`config.mk`:
```
export PLATFORM = sky130hd
export DESIGN_NAME = flux_trim_ctrl
export DESIGN_NICKNAME = d
export VERILOG_FILES = /design/src/rtl/flux_pkg.sv /design/src/rtl/flux_mag_calc.sv /design/src/rtl/flux_sample_pair.sv /design/src/rtl/flux_trim_loop.sv /design/src/rtl/flux_trim_ctrl.sv
export SDC_FILE = /design/constraint.sdc
export NUM_CORES = 2
export LEC_CHECK = 0
export BUFFER_PORTS_ARGS = -buffer_cell sky130_fd_sc_hd__buf_4
export CAP_MARGIN = 40
export CORE_ASPECT_RATIO = 0.5
export CORE_UTILIZATION = 30
export DETAILED_ROUTE_END_ITERATION = 8
export HOLD_SLACK_MARGIN = 0.15
export PLACE_DENSITY = 0.51
export REMOVE_ABC_BUFFERS = 1
export SKIP_LAST_GASP = 1
export SLEW_MARGIN = 0
export SYNTH_ARGS = -nofsm -noshare
export SYNTH_HDL_FRONTEND = slang
export SYNTH_SLANG_ARGS = --single-unit
```
`constraint.sdc`:
```
create_clock -name clk -period 32.6 [get_ports clk]
set_input_delay 1.63 -clock clk [delete_from_list [all_inputs] [get_ports clk]]
set_output_delay 1.63 -clock clk [all_outputs]
set_load 0.01 [all_outputs]
```
`src/rtl/flux_pkg.sv`:
```
package flux_pkg;

    localparam int DEF_CUR_W      = 16;
    localparam int DEF_RATIO_W    = 16;
    localparam int DEF_RATIO_FRAC = 12;
    localparam int DEF_KP_W       = 16;
    localparam int DEF_KP_FRAC    = 10;
    localparam int DEF_TRIM_W     = 16;
    localparam int DEF_TIMEOUT    = 2048;

    // Progress of the sample pair inside one switching period.
    typedef enum logic [1:0] {
        SLOT_A    = 2'd0,
        SLOT_B    = 2'd1,
        SLOT_FULL = 2'd2
    } slot_e;

endpackage

```
`src/rtl/flux_mag_calc.sv`:
```
module flux_mag_calc #(
    parameter int CUR_W      = flux_pkg::DEF_CUR_W,
    parameter int RATIO_W    = flux_pkg::DEF_RATIO_W,
    parameter int RATIO_FRAC = flux_pkg::DEF_RATIO_FRAC,
    localparam int MAG_W     = CUR_W + RATIO_W - RATIO_FRAC + 1
) (
    input  logic signed [CUR_W-1:0]   i_pri,
    input  logic signed [CUR_W-1:0]   i_sec,
    input  logic        [RATIO_W-1:0] ratio_gain,
    output logic signed [MAG_W-1:0]   mag_o
);
    localparam int PROD_W = CUR_W + RATIO_W + 1;

    logic signed [PROD_W-1:0] sec_scaled;

    // Secondary current referred to the primary side (floor rounding).
    assign sec_scaled = i_sec * $signed({1'b0, ratio_gain});
    assign mag_o      = MAG_W'(i_pri) - MAG_W'(sec_scaled >>> RATIO_FRAC);

endmodule

```
`src/rtl/flux_sample_pair.sv`:
```
module flux_sample_pair
    import flux_pkg::*;
#(
    parameter int MAG_W = 21
) (
    input  logic                    clk,
    input  logic                    rst,
    input  logic                    sync_i,
    input  logic                    valid_i,
    input  logic signed [MAG_W-1:0] mag_i,
    output logic signed [MAG_W-1:0] smp_a_o,
    output logic signed [MAG_W-1:0] smp_b_o,
    output logic                    full_o
);
    slot_e slot_q;

    always_ff @(posedge clk) begin
        if (rst) begin
            slot_q  <= SLOT_A;
            smp_a_o <= '0;
            smp_b_o <= '0;
        end else if (sync_i) begin
            if (valid_i) begin
                smp_a_o <= mag_i;
                slot_q  <= SLOT_B;
            end else begin
                slot_q  <= SLOT_A;
            end
        end else if (valid_i) begin
            case (slot_q)
                SLOT_A: begin
                    smp_a_o <= mag_i;
                    slot_q  <= SLOT_B;
                end
                SLOT_B: begin
                    smp_b_o <= mag_i;
                    slot_q  <= SLOT_FULL;
                end
                default: slot_q <= slot_q;
            endcase
        end
    end

    assign full_o = (slot_q == SLOT_FULL);

    // a sync pulse always starts a new pair, so it can never be full next cycle
    a_r3_sync_restarts_pair: assert property (@(posedge clk) disable iff (rst)
        sync_i |=> (slot_q != SLOT_FULL));

endmodule

```
`src/rtl/flux_trim_loop.sv`:
```
module flux_trim_loop #(
    parameter int MAG_W   = 21,
    parameter int KP_W    = flux_pkg::DEF_KP_W,
    parameter int KP_FRAC = flux_pkg::DEF_KP_FRAC,
    parameter int TRIM_W  = flux_pkg::DEF_TRIM_W,
    parameter int TIMEOUT = flux_pkg::DEF_TIMEOUT
) (
    input  logic                    clk,
    input  logic                    rst,
    input  logic                    sync_i,
    input  logic                    full_i,
    input  logic signed [MAG_W-1:0] smp_a_i,
    input  logic signed [MAG_W-1:0] smp_b_i,
    input  logic signed [KP_W-1:0]  kp_i,
    input  logic        [TRIM_W-2:0] limit_i,
    output logic signed [TRIM_W-1:0] trim_o,
    output logic                    trim_valid_o,
    output logic signed [MAG_W-1:0] avg_o,
    output logic        [MAG_W:0]   pp_o,
    output logic                    lost_o
);
    localparam int PROD_W = MAG_W + KP_W;
    localparam int TMO_W  = $clog2(TIMEOUT + 1);

    logic signed [MAG_W:0]    pair_sum, pair_diff;
    logic signed [MAG_W-1:0]  avg_next;
    logic        [MAG_W:0]    pp_next;
    logic signed [PROD_W-1:0] p_prod, p_shift;
    logic signed [PROD_W:0]   p_neg, lim_ext;
    logic signed [TRIM_W-1:0] trim_next;
    logic [TMO_W-1:0]         tmo_q;
    logic                     do_update, tmo_fire;

    // Average and swing of the pair.
    assign pair_sum  = (MAG_W+1)'(smp_a_i) + (MAG_W+1)'(smp_b_i);
    assign pair_diff = (MAG_W+1)'(smp_a_i) - (MAG_W+1)'(smp_b_i);
    assign avg_next  = MAG_W'(pair_sum >>> 1);
    assign pp_next   = pair_diff[MAG_W] ? $unsigned(-pair_diff) : $unsigned(pair_diff);

    // Proportional law, sign opposing the DC offset, then the symmetric clamp.
    assign p_prod  = avg_next * kp_i;
    assign p_shift = p_prod >>> KP_FRAC;
    assign p_neg   = -{p_shift[PROD_W-1], p_shift};
    assign lim_ext = (PROD_W+1)'({1'b0, limit_i});

    always_comb begin
        if (p_neg > lim_ext)
            trim_next = TRIM_W'(lim_ext);
        else if (p_neg < -lim_ext)
            trim_next = TRIM_W'(-lim_ext);
        else
            trim_next = TRIM_W'(p_neg);
    end

    assign do_update = sync_i && full_i;
    assign tmo_fire  = !sync_i && (tmo_q == TMO_W'(TIMEOUT - 1));

    always_ff @(posedge clk) begin
        if (rst) begin
            tmo_q        <= '0;
            lost_o       <= 1'b0;
            trim_o       <= '0;
            trim_valid_o <= 1'b0;
            avg_o        <= '0;
            pp_o         <= '0;
        end else begin
            trim_valid_o <= do_update;
            if (sync_i) begin
                tmo_q  <= '0;
                lost_o <= 1'b0;
            end else if (tmo_q != TMO_W'(TIMEOUT)) begin
                tmo_q <= tmo_q + 1'b1;
            end
            if (do_update) begin
                trim_o <= trim_next;
                avg_o  <= avg_next;
                pp_o   <= pp_next;
            end else if (tmo_fire) begin
                trim_o <= '0;
                lost_o <= 1'b1;
            end
        end
    end

    logic signed [TRIM_W:0] trim_wide, lim_wide;
    assign trim_wide = {trim_o[TRIM_W-1], trim_o};
    assign lim_wide  = {2'b00, limit_i};

    // a fresh trim only ever follows a sync pulse
    a_r4_update_follows_sync: assert property (@(posedge clk) disable iff (rst)
        trim_valid_o |-> $past(sync_i));

    // every new trim stays inside the bound in force when it was computed
    a_r5_trim_in_limit: assert property (@(posedge clk) disable iff (rst)
        trim_valid_o |-> (trim_wide <= $past(lim_wide)) && (trim_wide >= -$past(lim_wide)));

    // with neither update nor watchdog expiry the trim does not move
    a_r6_trim_hold: assert property (@(posedge clk) disable iff (rst)
        !(sync_i && full_i) && (tmo_q != TMO_W'(TIMEOUT - 1)) |=> $stable(trim_o));

    // the watchdog flag is raised together with a zero trim
    a_r7_timeout_zero: assert property (@(posedge clk) disable iff (rst)
        $rose(lost_o) |-> (trim_o == '0));

    // any sync pulse clears the lost flag
    a_r8_sync_clears_lost: assert property (@(posedge clk) disable iff (rst)
        sync_i |=> !lost_o);

endmodule

```
`src/rtl/flux_trim_ctrl.sv`:
```
module flux_trim_ctrl #(
    parameter int CUR_W      = flux_pkg::DEF_CUR_W,
    parameter int RATIO_W    = flux_pkg::DEF_RATIO_W,
    parameter int RATIO_FRAC = flux_pkg::DEF_RATIO_FRAC,
    parameter int KP_W       = flux_pkg::DEF_KP_W,
    parameter int KP_FRAC    = flux_pkg::DEF_KP_FRAC,
    parameter int TRIM_W     = flux_pkg::DEF_TRIM_W,
    parameter int TIMEOUT    = flux_pkg::DEF_TIMEOUT
) (
    input  logic                                            clk,
    input  logic                                            rst,
    input  logic                                            smp_valid,
    input  logic signed [CUR_W-1:0]                         i_pri,
    input  logic signed [CUR_W-1:0]                         i_sec,
    input  logic                                            sync_pulse,
    input  logic        [RATIO_W-1:0]                       ratio_gain,
    input  logic signed [KP_W-1:0]                          kp_gain,
    input  logic        [TRIM_W-2:0]                        trim_limit,
    output logic signed [TRIM_W-1:0]                        duty_trim,
    output logic                                            trim_valid,
    output logic signed [CUR_W+RATIO_W-RATIO_FRAC:0]        mag_avg,
    output logic        [CUR_W+RATIO_W-RATIO_FRAC+1:0]      mag_pp,
    output logic                                            sync_lost
);
    localparam int MAG_W = CUR_W + RATIO_W - RATIO_FRAC + 1;

    logic signed [MAG_W-1:0] mag_now, smp_a, smp_b;
    logic                    pair_full;

    flux_mag_calc #(
        .CUR_W      (CUR_W),
        .RATIO_W    (RATIO_W),
        .RATIO_FRAC (RATIO_FRAC)
    ) u_calc (
        .i_pri      (i_pri),
        .i_sec      (i_sec),
        .ratio_gain (ratio_gain),
        .mag_o      (mag_now)
    );

    flux_sample_pair #(
        .MAG_W (MAG_W)
    ) u_pair (
        .clk     (clk),
        .rst     (rst),
        .sync_i  (sync_pulse),
        .valid_i (smp_valid),
        .mag_i   (mag_now),
        .smp_a_o (smp_a),
        .smp_b_o (smp_b),
        .full_o  (pair_full)
    );

    flux_trim_loop #(
        .MAG_W   (MAG_W),
        .KP_W    (KP_W),
        .KP_FRAC (KP_FRAC),
        .TRIM_W  (TRIM_W),
        .TIMEOUT (TIMEOUT)
    ) u_loop (
        .clk          (clk),
        .rst          (rst),
        .sync_i       (sync_pulse),
        .full_i       (pair_full),
        .smp_a_i      (smp_a),
        .smp_b_i      (smp_b),
        .kp_i         (kp_gain),
        .limit_i      (trim_limit),
        .trim_o       (duty_trim),
        .trim_valid_o (trim_valid),
        .avg_o        (mag_avg),
        .pp_o         (mag_pp),
        .lost_o       (sync_lost)
    );

endmodule

```
# After elaboration in Yosys (flattened, before gate mapping)
# Cells that the tools add are included.
# word_totals
register_bits	117
latch_bits	0
ram_bits	0
mem_bits_ro	0
in_bits	83
out_inout_bits	61
word_cells	53
mem_count	0
# op_classes
add_sub_neg	7
n_mul	2
n_div	0
magnitude_cmp	2
eq_ne	4
shift	0
mux	16
bitwise_logic	1
reduce_logical	12
# op_table
cell	count
2-to-1 mux 21 bit	4
2-to-1 mux 16 bit	4
> comparator 38 x 16 -> 1 bit	1
less-than comparator 38 bit	1
negation 15 -> 38 bit	1
negation 38 bit	1
multiplier 21 x 16 -> 37 bit	1
multiplier 16 x 17 -> 33 bit	1
adder 21 x 21 -> 22 bit	1
2-to-1 mux 22 bit	1
negation 22 bit	1
subtractor 21 x 21 -> 22 bit	1
subtractor 16 x 21 -> 21 bit	1
adder 12 x 1 -> 12 bit, second input constant	1
== test 12 x 11 -> 1 bit, second input constant	1
inequality test 12 bit, second input constant	1
nonzero test 2 bit	3
2-to-1 mux 1 bit	4
2-to-1 mux 2 bit	2
one-hot mux 2 bit (2 select lines)	1
AND reduction 2 bit	2
AND reduction 3 bit	1
nonzero test 3 bit	1
== test 2 x 1 -> 1 bit, second input constant	1
6 further kinds	7

# Longest topological paths before layout
# depth
word_depth	7
mapped_depth	57

# By module
# A second synthesis with hierarchy kept.
# hier_totals
hier_cells	3760
area_unflattened_um2	31746.7
# by_module_without_submodules
module	n_inst	cells_each	area_each_um2
flux_trim_loop	1	2446	20405.8
flux_mag_calc	1	1120	9576.7
flux_sample_pair	1	194	1764.2

# Worst setup path before layout
# No wires, ideal clock.
# synth_timing
kind	flip-flop to flip-flop
from	reg u_pair.smp_b_o[1]
to	reg u_loop.trim_o[10]
t_arrival_ns	11.726
required_ns	32.480
setup_slack_ns	20.754
path_stages_with_launch	52
path_buffers	3
synth_period_minus_slack_ns	11.846
cell_sequence	dfxtp_1 inv_1 ha_1 inv_1 a21o_1 a21oi_1 o21ai_0 a21oi_1 o21bai_1 a21oi_1 o311ai_0 nand3_1 nand3_1 a31oi_1 o21bai_1 a21oi_1 clkbuf_1 nand2_1 [16 not listed] or3_4 nor4_1 buf_2 nand2_1 xnor2_1 inv_1 ha_1 nand4_1 nor2_1 nand2_1 a311oi_1 a2111oi_0 o2111a_1 a21bo_1 clkbuf_1 mux2_2 a32oi_1 nand2_1
# synth_via
elab_chain_len	7
elab_cells_between_ends	8
classes_between	add/sub (2); mul (1); order compare (2); mux (3)
# synth_rtl
element	line	rtl
start: declaration	flux_sample_pair.sv:12	output logic signed [MAG_W-1:0] smp_b_o,
start signal: assignment	flux_sample_pair.sv:36	smp_b_o <= mag_i;
adder 21 x 21 -> 22 bit *	flux_trim_loop.sv:35	assign pair_sum = (MAG_W+1)'(smp_a_i) + (MAG_W+1)'(smp_b_i);
multiplier 21 x 16 -> 37 bit *	flux_trim_loop.sv:41	assign p_prod = avg_next * kp_i;
negation 38 bit *	flux_trim_loop.sv:43	assign p_neg = -{p_shift[PROD_W-1], p_shift};
less-than comparator 38 bit	flux_trim_loop.sv:49	else if (p_neg < -lim_ext)
2-to-1 mux 16 bit	flux_trim_loop.sv:49	
2-to-1 mux 16 bit *	flux_trim_loop.sv:47	if (p_neg > lim_ext)
2-to-1 mux 16 bit *	flux_trim_loop.sv:74	if (do_update) begin
end signal: assignment	flux_trim_loop.sv:75	trim_o <= trim_next;
end: declaration	flux_trim_loop.sv:16	output logic signed [TRIM_W-1:0] trim_o,
# Every way passes the cells marked *; elsewhere a longest branch is shown, timed or not.
# A chain may end at the register's enable or synchronous reset.

# Worst setup path in the final report
# layout_timing
from	reg u_pair.smp_b_o[1]
to	reg u_loop.trim_o[4]
# Same word-level chain as after synthesis.

==> results.toml <==
[timing]
relSlewSlack_pct = 41.0
finalClockSkew_ns = 0.0116
post-route-period-util_pct = 41.1
rsz0062_at_grt = "false"
tightest_slew_ns = 0.885
finalWorstSetupSlack_ns = 19.20
setup_violations = 0
fmax_ghz = 0.0746
maxSlewViolCount = 0
fin_tns_setup_ns = 0
fin_crit_ns = 13.40
hold_viol = 0

[global_route]
grt_pass1_vias = 26400
track_usage_pct = 16.7
grt-ovfl-total = 0
grt_pass1_wl_um = 142000
antenna_found_initial = 2
grt_max_degree = 61

[cts]
cts-root-buf = "clkbuf_16"
holdBufCountCts = 0
cts-resized-gates = 0
numCtsBuffers = 17
post-cts-setup-buffers = 0
worstSkewPairLatency_ns = 0.45
cts_buffer_depth = 2
htree_levels = 4
path_clk_slew_ns = 0.06
cts_tree = "done"
clock-sinks = 117

[final_layout]
fillCellCount = 10900
area_growth_pct = 9.95
drive_gt1_share_pct = 7.24
fin_util_pct = 33.5
finalNetCount = 4736
design_area_um2 = 34500

[placed_design]
gp_congestion = 0.866
pre_cts_slack_ns = 19.14
placed_cell_area_um2 = 33900
dp_hpwl_um = 70800
numPortBuffers = 143

[detailed_routing]
drc = 0
drt_iter0_markers = 1183
vias = 25100
drt-vias-per-instance = 4.80
route.antenna.remaining_nets = 0
routedWlPerCell_um = 16.6
drtPass1Iterations = 5
wirelength_um = 86500

[outcome]
status = "finished, final reports clean"

[run]
maxCapViolCount = 0

[logic_synthesis]
yosys.area.top_type_share_pct = 33.6
synth_ff_type = "dfxtp_1"
syn_area_per_cell_um2 = 8.34
synthTopCellsByCount = "688 x inv_1, 527 x fa_1, 477 x nand2_1"
ys_seq_area_share_pct = 7.46
ys_seq_elements = 117
synth-edff-count = 0
synthMostInstantiatedCell = "inv_1"
synth_warnings = 0
synthesis.instances = 3766
yosysTopAreaCell = "fa_1"
synth_cell_types = 94
yosys-top-cells-area = "fa_1 34%, ha_1 13%, inv_1 8.2%, dfxtp_1 7.5%, nand2_1 5.7%"
async_reset_ff_share_pct = 0
netlist_area_um2 = 31400

[critical_path]
cp.arrival_ns = 13.72
setup.worst_path.start_class = "flop"
reg2reg_depth = 53
cp_max_fo = 24
slowest_delay_ns = 0.92
cp.required_ns = 32.92
crit_path_start = "u_pair.smp_b_o[1]$_SDFFE_PP0P_"
r2r_setup_slack_ns = 19.20
path_class = "reg2reg"
crit_end = "u_loop.trim_o[4]$_SDFFE_PP0P_"
r2r_start = "u_pair.smp_b_o[1]$_SDFFE_PP0P_"
cp_slowest_cell = "fa_1"
end_kind = "flop"
cp_common_cell = "inv_1"
r2r_end = "u_loop.trim_o[4]$_SDFFE_PP0P_"

[floorplanning]
ioPinCount = 144
fp.dieH_um = 231
rows = 83
dieArea_um2 = 106000
die_w_um = 460
coreArea_um2 = 103000
start_util_pct = 30.5

[worst_hold_path]
min_path_type = "reg2reg"
==> state kept, by name, indices dropped and copies added, names as in the netlist <==
register / cells
u_loop.tmo_q: 12
u_loop.trim_valid_o: 1
u_loop.pp_o: 22
u_loop.avg_o: 21
u_pair.slot_q: 2
u_pair.smp_a_o: 21
u_loop.lost_o: 1
u_loop.trim_o: 16
u_pair.smp_b_o: 21
==> per-layer routing <==
layer / up-vias / track usage [%] / routed length [um]
li1: 12000 / - / -
met1: 12600 / 21.5 / 39100
met2: 395 / 29.6 / 42600
met3: 94 / 1.77 / 2660
met4: 2 / 4.76 / 2150
met5: - / 0 / 20
==> cell families after synthesis <==
| kind of cell | after synthesis | synth area share [%] |
|---|---|---|
| AND/OR/NAND/NOR | 1276 | 20.1 |
| adder cells (fa/ha/maj) | 854 | 46.6 |
| buffers and inverters | 853 | 10.3 |
| AO/OA/AOI/OAI | 493 | 10.5 |
| XOR/XNOR | 147 | 4.12 |
| flip-flops | 117 | 7.46 |
| multiplexers | 26 | 0.896 |
==> critical path, delay by kind of cell, from the launching register on <==
family / cells / cell delay [ns]
AOI/OAI and AO/OA: 20 / 4.77
adders and majority gates: 9 / 4.63
DFF: 1 / 0.40
and+or+nand+nor: 10 / 1.09
xor gates and xnor gates: 1 / 0.27
buffers and inverters: 11 / 1.52
muxes: 2 / 0.54
==> area by class of cell <==
type                            instances  area (um^2)  area share, %
Multi-Input combinational cell       2796        25900           75.0
Sequential cell                       117         2340           6.78
Clock inverter                         13          146          0.424
Antenna cell                            1         2.50        0.00725
Tap cell                             1402         1750           5.08
Timing Repair Buffer                  176         1360           3.95
Inverter                              691         2590           7.51
Clock buffer                           19          443           1.28
==> worst min-delay path by stage <==
stage,from,endpoint,slack [ns],cells past startpoint
after global placement,u_loop.pp_o[21]$_SDFFE_PP0P_,u_loop.pp_o[21]$_SDFFE_PP0P_,0.44,2
after detailed placement,u_loop.pp_o[21]$_SDFFE_PP0P_,u_loop.pp_o[21]$_SDFFE_PP0P_,0.44,2
after CTS,u_loop.pp_o[21]$_SDFFE_PP0P_,u_loop.pp_o[21]$_SDFFE_PP0P_,0.45,2
after global routing,u_loop.pp_o[21]$_SDFFE_PP0P_,u_loop.pp_o[21]$_SDFFE_PP0P_,0.49,2
after floorplan,u_pair.smp_b_o[10]$_SDFFE_PP0P_,u_pair.smp_b_o[10]$_SDFFE_PP0P_,0.45,2
final,u_loop.pp_o[21]$_SDFFE_PP0P_,u_loop.pp_o[21]$_SDFFE_PP0P_,0.44,2
==> per-stage QoR <==
step	hold WS, ns	cells
3_5_place_dp	0.440	5182
6_report	0.445	5215
3_3_place_gp	0.443	5176
5_1_grt	0.489	5215
2_1_floorplan	0.447	3604
4_1_cts	0.447	5214
==> cells in the final DEF (no fill, tap or decap), drive strengths merged, types with 9 or more instances in the layout <==
cell type,count
mux2,17
o21ai,72
o211ai,18
nor4,26
or2,10
a21oi,172
o21bai,11
fa,527
inv,692
ha,327
mux2i,9
xnor2,100
nand3,46
or3,22
a31oi,16
o311ai,11
a21o,42
xor2,47
and2,269
nor3,75
o21a,24
and3,36
nand4,22
a32oi,12
dfxtp,117
buf,176
nand2,477
a211oi,30
nand2b,29
nor2b,32
nor2,194
nor3b,10
clkbuf,19
Power is left out: the tool's default activity adds up to more than one toggle a clock period on the data nets, which glitch-free logic cannot reach.
